===== src/rtl/bufser_pkg.sv =====
package bufser_pkg;
  localparam int CHAR_W = 8;

  typedef enum logic [2:0] {PH_IDLE, PH_START, PH_DATA, PH_PAR, PH_STOP} phase_e;

  typedef struct packed {
    logic [1:0] len_sel;
    logic       par_en;
    logic       par_odd;
    logic       stop2;
  } frame_cfg_t;

  function automatic logic [3:0] data_bits(input logic [1:0] sel);
    return 4'd5 + {2'b00, sel};
  endfunction

  function automatic logic [CHAR_W-1:0] mask_data(input logic [CHAR_W-1:0] d,
                                                  input logic [1:0] sel);
    logic [CHAR_W:0] m;
    m = ({{CHAR_W{1'b0}}, 1'b1} << data_bits(sel)) - 1'b1;
    return d & m[CHAR_W-1:0];
  endfunction

  function automatic logic parity_of(input logic [CHAR_W-1:0] d, input frame_cfg_t c);
    return (^mask_data(d, c.len_sel)) ^ c.par_odd;
  endfunction
endpackage


===== src/rtl/bufser_fifo.sv =====
module bufser_fifo #(
  parameter int W     = 8,
  parameter int DEPTH = 12
) (
  input  logic                         clk,
  input  logic                         rst_n,
  input  logic                         push,
  input  logic                         pop,
  input  logic [W-1:0]                 din,
  output logic [W-1:0]                 dout,
  output logic [$clog2(DEPTH+1)-1:0]   count,
  output logic                         empty,
  output logic                         full
);
  localparam int AW = (DEPTH > 1) ? $clog2(DEPTH) : 1;
  localparam int CW = $clog2(DEPTH+1);

  logic [W-1:0]  mem [DEPTH];
  logic [AW-1:0] rd_ptr, wr_ptr;

  function automatic logic [AW-1:0] nxt(input logic [AW-1:0] p);
    return (p == AW'(DEPTH-1)) ? '0 : p + 1'b1;
  endfunction

  assign dout  = mem[rd_ptr];
  assign empty = (count == '0);
  assign full  = (count == CW'(DEPTH));

  always_ff @(posedge clk) begin
    if (!rst_n) begin
      rd_ptr <= '0;
      wr_ptr <= '0;
      count  <= '0;
    end else begin
      if (push) begin
        mem[wr_ptr] <= din;
        wr_ptr      <= nxt(wr_ptr);
      end
      if (pop) rd_ptr <= nxt(rd_ptr);
      case ({push, pop})
        2'b10:   count <= count + 1'b1;
        2'b01:   count <= count - 1'b1;
        default: count <= count;
      endcase
    end
  end
endmodule


===== src/rtl/bufser_shifter.sv =====
module bufser_shifter
  import bufser_pkg::*;
#(
  parameter int TPB = 16
) (
  input  logic              clk,
  input  logic              rst_n,
  input  logic              tick,
  input  logic              take,
  input  logic [CHAR_W-1:0] ld_data,
  input  frame_cfg_t        ld_cfg,
  output logic              txd,
  output logic              idle,
  output logic              in_data,
  output logic              last_end
);
  localparam int CNTW = $clog2(TPB);

  phase_e            phase;
  logic [CNTW-1:0]   cnt;
  logic [2:0]        idx;
  logic [CHAR_W-1:0] sh;
  frame_cfg_t        cfg_q;
  logic              par_q;
  logic              bit_end, data_done;

  assign bit_end   = tick && (cnt == CNTW'(TPB-1));
  assign data_done = ({1'b0, idx} == data_bits(cfg_q.len_sel) - 4'd1);
  assign idle      = (phase == PH_IDLE);
  assign in_data   = (phase == PH_START) || (phase == PH_DATA);
  assign last_end  = (phase == PH_STOP) && bit_end && (!cfg_q.stop2 || idx == 3'd1);

  always_comb begin
    case (phase)
      PH_START: txd = 1'b0;
      PH_DATA:  txd = sh[0];
      PH_PAR:   txd = par_q;
      default:  txd = 1'b1;
    endcase
  end

  always_ff @(posedge clk) begin
    if (!rst_n) begin
      phase <= PH_IDLE;
      cnt   <= '0;
      idx   <= '0;
      sh    <= '0;
      cfg_q <= '0;
      par_q <= 1'b0;
    end else if (take) begin
      phase <= PH_START;
      cnt   <= '0;
      idx   <= '0;
      sh    <= ld_data;
      cfg_q <= ld_cfg;
      par_q <= parity_of(ld_data, ld_cfg);
    end else if (phase != PH_IDLE && tick) begin
      if (!bit_end) begin
        cnt <= cnt + 1'b1;
      end else begin
        cnt <= '0;
        case (phase)
          PH_START: begin
            phase <= PH_DATA;
            idx   <= '0;
          end
          PH_DATA: begin
            if (data_done) begin
              phase <= cfg_q.par_en ? PH_PAR : PH_STOP;
              idx   <= '0;
            end else begin
              idx <= idx + 1'b1;
              sh  <= sh >> 1;
            end
          end
          PH_PAR: begin
            phase <= PH_STOP;
            idx   <= '0;
          end
          default: begin
            if (last_end) phase <= PH_IDLE;
            else          idx   <= idx + 1'b1;
          end
        endcase
      end
    end
  end
endmodule


===== src/rtl/bufser_tx.sv =====
module bufser_tx
  import bufser_pkg::*;
#(
  parameter int DEPTH = 12,
  parameter int TPB   = 16
) (
  input  logic              clk,
  input  logic              rst_n,
  input  logic              baud_tick,
  input  logic              wr_valid,
  input  logic [CHAR_W-1:0] wr_data,
  input  logic              cmd_enable,
  input  logic              cmd_disable,
  input  logic              cmd_eos,
  input  logic              req_en,
  input  logic              req_mode,
  input  logic [1:0]        cfg_len_sel,
  input  logic              cfg_par_en,
  input  logic              cfg_par_odd,
  input  logic              cfg_stop2,
  input  logic              ovf_clr,
  output logic              txd,
  output logic              svc_req,
  output logic              ovf_flag
);
  localparam int CW = $clog2(DEPTH+1);

  logic              en_q, gate_q, hold_vld;
  logic [CHAR_W-1:0] hold_data, fifo_dout;
  logic [CW-1:0]     fifo_count;
  logic              fifo_empty, fifo_full, fifo_push, fifo_pop, wr_drop;
  logic              sh_take, sh_idle, sh_in_data, sh_last;
  frame_cfg_t        cfg_now;

  assign cfg_now   = '{len_sel: cfg_len_sel, par_en: cfg_par_en,
                       par_odd: cfg_par_odd, stop2: cfg_stop2};
  assign fifo_push = wr_valid && !fifo_full;
  assign wr_drop   = wr_valid && fifo_full;
  assign sh_take   = en_q && hold_vld && (sh_idle || sh_last);
  assign fifo_pop  = en_q && !gate_q && !fifo_empty && (!hold_vld || sh_take);
  assign svc_req   = en_q && req_en && fifo_empty &&
                     (!req_mode || (!hold_vld && !sh_in_data));

  bufser_fifo #(.W(CHAR_W), .DEPTH(DEPTH)) u_fifo (
    .clk(clk), .rst_n(rst_n), .push(fifo_push), .pop(fifo_pop), .din(wr_data),
    .dout(fifo_dout), .count(fifo_count), .empty(fifo_empty), .full(fifo_full)
  );

  bufser_shifter #(.TPB(TPB)) u_shift (
    .clk(clk), .rst_n(rst_n), .tick(baud_tick), .take(sh_take),
    .ld_data(hold_data), .ld_cfg(cfg_now), .txd(txd), .idle(sh_idle),
    .in_data(sh_in_data), .last_end(sh_last)
  );

  always_ff @(posedge clk) begin
    if (!rst_n) begin
      en_q      <= 1'b0;
      gate_q    <= 1'b0;
      ovf_flag  <= 1'b0;
      hold_vld  <= 1'b0;
      hold_data <= '0;
    end else begin
      if (cmd_disable)     en_q <= 1'b0;
      else if (cmd_enable) en_q <= 1'b1;

      if (cmd_eos)       gate_q <= 1'b0;
      else if (wr_valid) gate_q <= 1'b1;

      if (ovf_clr)      ovf_flag <= 1'b0;
      else if (wr_drop) ovf_flag <= 1'b1;

      if (fifo_pop) begin
        hold_data <= fifo_dout;
        hold_vld  <= 1'b1;
      end else if (sh_take) begin
        hold_vld <= 1'b0;
      end
    end
  end
endmodule


===== config.mk =====
export PLATFORM = sky130hd
export DESIGN_NAME = bufser_tx
export DESIGN_NICKNAME = d
export VERILOG_FILES = /design/src/rtl/bufser_pkg.sv /design/src/rtl/bufser_fifo.sv /design/src/rtl/bufser_shifter.sv /design/src/rtl/bufser_tx.sv
export SDC_FILE = /design/constraint.sdc
export NUM_CORES = 1
export LEC_CHECK = 0
export BUFFER_PORTS_ARGS = -buffer_cell sky130_fd_sc_hd__buf_2
export CAP_MARGIN = 0
export CORE_ASPECT_RATIO = 1.75
export CORE_UTILIZATION = 64
export CTS_BUF_LIST = sky130_fd_sc_hd__clkbuf_2 sky130_fd_sc_hd__clkbuf_4 sky130_fd_sc_hd__clkbuf_8
export CTS_CLUSTER_SIZE = 8
export DETAILED_ROUTE_END_ITERATION = 16
export GPL_ROUTABILITY_DRIVEN = 0
export PLACE_DENSITY = 0.82
export SLEW_MARGIN = 15
export SYNTH_ARGS = -nofsm -noshare
export SYNTH_HDL_FRONTEND = slang
export SYNTH_SLANG_ARGS = --single-unit

===== constraint.sdc =====
create_clock -name clk -period 3.5 [get_ports clk]
set_clock_uncertainty 0.1 [all_clocks]
set_input_delay 0.525 -clock clk [delete_from_list [all_inputs] [get_ports clk]]
set_output_delay 0.525 -clock clk [all_outputs]
set_load 0.05 [all_outputs]

==> impl_metrics.tcl <==
set metrics [dict create \
    nets 531 \
    diodes 0 \
    start_util_pct 66.9 \
    worstHoldPathCells 2 \
    worst_ir_drop_vdd_mv 0.449 \
    core_sq_um 9150 \
    final-max-slew-violation-count 0 \
    path_cells "inv_1 -> ha_1 -> nor2b_1 -> o211a_1 -> a21boi_1 -> nor2_4 -> ha_1 -> xor2_1 -> ha_1 -> a21oi_1 -> xor2_1 -> or3_1 -> a21oi_1" \
    ys.flop_type "edfxtp_1" \
    slew_headroom_pct 37.0 \
    grt_pass1_wl_um 18800 \
    maxCapViolCount 0 \
    grt_pass1_vias 3870 \
    grt.total_usage_pct 25.1 \
    reg2reg_to "u_fifo.count[2]" \
    firstDrtPassIters 5 \
    grt_max_degree 30 \
    finalSetupViolCount 0 \
    synthCells 474 \
    htree_levels 4 \
    finalSetupTns_ps 0 \
    crit_arrival_ps 3360 \
    hpwl_um 8140 \
    worst_slew_pin_slew_ps 941 \
    syn_to_final_growth_pct 9.54 \
    hold_path.class "in -> reg" \
    clk_pin_slew_worst_paths_ps 80 \
    fin_crit_ps 3100 \
    regToRegSetupSlack_ps 400 \
    hold_viol_final 0 \
    regArea_sq_um 3820 \
    route.detailed.drc 0 \
    wl_per_cell_um 18.3 \
    async_flop_share_pct 0 \
    synth_warnings 0 \
    crit_type "reg -> reg" \
    fp-row-count 46 \
    r2r_start "u_shift.idx[1]" \
    cp_max_fo 11 \
    fin_hold_ws_ps 133 \
    clkLatencyLatePin_ps 440 \
    layout_commonest_cell "edfxtp_1" \
    synth_edf_count 96 \
    holdPathEnd "ovf_flag" \
    cp-end-kind "register" \
    clock-sinks 143 \
    ys_seq_area_share_pct 62.5 \
    synth_cell_types 47 \
    cts_tree "built" \
    cts-resized-gates 0 \
    rsz0062_at_grt "no" \
    grt-ovfl-total 0 \
    cpMostUsedCell "ha_1" \
    vias 3838 \
    synth-seq-cells 143 \
    nFillCells 590 \
    io_pins 26 \
    antenna_left 0 \
    ctsHoldBuffers 0 \
    cts_buffers 17 \
    max_freq_mhz 323 \
    synth_area_sq_um 6120 \
    die_x_um 75.9 \
    dieArea_sq_um 9980 \
    clockBufferDepth 2 \
    cts_root_buffer "clkbuf_8" \
    post_cts_buffers 0 \
    slowest_stage "a21boi_1" \
    drive_gt1_share_pct 16.7 \
    multi_input_area_sq_um 2130 \
    status "finished, final reports clean" \
    via_per_inst 6.09 \
    syn_avg_cell_area_sq_um 12.9 \
    rr_worst_depth 13 \
    first_iter_violations 321 \
    syn-num-nets 508 \
    p_leak_uw 0.00228 \
    crit_path_max_incr_delay_ps 410 \
    power.density_nw_per_um2 482 \
    final_cell_mix "edfxtp_1, nand2_1, dfxtp_1" \
    min-delay-start "ovf_clr" \
    crit_required_ps 3760 \
    start_kind "register" \
    antenna_found_initial 0 \
    drt-total-wl_um 11600 \
    portBuffers 25 \
    die_h_um 131 \
    finalCritPeriodShare_pct 88.6 \
]
## critical path: cells and delay by family, from the launching register on
| kind | cells | cell delay (ps) |
|---|---|---|
| buf+inv | 1 | 60 |
| flops | 1 | 400 |
| fa+ha+maj | 3 | 640 |
| xor+xnor | 2 | 260 |
| simple gates | 3 | 600 |
| compound gates | 4 | 960 |
## area by class of cell
class	instances	share of cell area, %
multi-input cells	295	31.7
flip-flops and latches	143	57.0
clock buffers	20	4.10
clock inverters	12	1.57
repair buffers	33	2.95
inverters	7	0.392
well taps	120	2.24
## how the worst max path moves through the flow
| stage | startpoint | to | slack, ps | cells after the start |
|---|---|---|---|---|
| after global routing | u_shift.idx[1] | u_fifo.count[2] | 240 | 13 |
| after floorplan | u_shift.idx[1] | u_fifo.count[2] | 760 | 13 |
| after detailed placement | baud_tick | u_fifo.count[3] | 430 | 11 |
| after global placement | u_shift.idx[1] | u_fifo.count[2] | 600 | 13 |
| after CTS | u_shift.idx[1] | u_fifo.count[2] | 420 | 13 |
| final | u_shift.idx[1] | u_fifo.count[2] | 400 | 13 |
## cells by family (layout without fill, tap and decap cells)
family	Yosys count	after routing	synth area share, %
flip-flops	143	143	62.5
AND/OR/NAND/NOR	134	134	10.5
AO/OA/AOI/OAI	100	100	10.9
buffers and inverters	36	72	2.78
multiplexers	35	35	8.99
XOR/XNOR	15	15	2.15
adder cells (fa/ha/maj)	11	11	2.25
## stage by stage
stage                     cell area, sq um  worst slack [ps]  total power, uW  utilization [%]  instances
after floorplan                       6120               763             1980                -        474
after global placement                6330               602             2030             69.1        598
after detailed placement              6330               434             2040             69.1        598
after CTS                             6710               419             3250             73.3        630
after global routing                  6710               241             3330             73.3        630
final                                 6710               401             3230             73.3        630
## registers in the layout, summed over array words and instances (netlist names)
name and count:
u_shift.sh 8, u_fifo.mem 96, u_fifo.count 4, u_shift.cnt 4, hold_vld 1, u_fifo.rd_ptr 4, u_shift.par_q 1, u_fifo.wr_ptr 4
en_q 1, u_shift.cfg_q 4, ovf_flag 1, u_shift.idx 3, u_shift.phase 3, hold_data 8, gate_q 1
## Yosys cell counts (2+ instances only)
master / number / share of area [%]
a21oi_1: 31 / 2.5
a22oi_1: 7 / 0.86
a31oi_1: 4 / 0.41
a41o_1: 2 / 0.33
and2_1: 2 / 0.20
and3_1: 2 / 0.20
buf_2: 10 / 0.82
buf_4: 4 / 0.49
clkbuf_1: 13 / 0.80
dfxtp_1: 47 / 15
edfxtp_1: 96 / 47
ha_1: 11 / 2.2
inv_1: 7 / 0.43
mux2i_1: 19 / 3.1
mux4_2: 16 / 5.9
nand2_1: 47 / 2.9
nand2b_1: 5 / 0.51
nand3_1: 20 / 1.6
nor2_1: 27 / 1.7
nor2b_1: 4 / 0.41
nor3_1: 11 / 0.90
nor3b_1: 4 / 0.49
o2111ai_1: 8 / 1.1
o211a_1: 10 / 1.6
o211ai_1: 8 / 0.98
o21ai_0: 22 / 1.8
or3_1: 4 / 0.41
xnor2_1: 11 / 1.6
xor2_1: 4 / 0.57
## routing by layer
metal	routed length [um]	global-route usage (%)
met1	4280	26.1
met2	6620	46.3
met3	338	5.69
met4	322	13.1
met5	0	0
## power breakdown
part	switching [uW]	total (uW)	internal, uW
combinational	92.1	156	63.8
clock	606	1230	621
sequential	26.7	1850	1820
No activity file was read; power rests on OpenSTA's default activity.
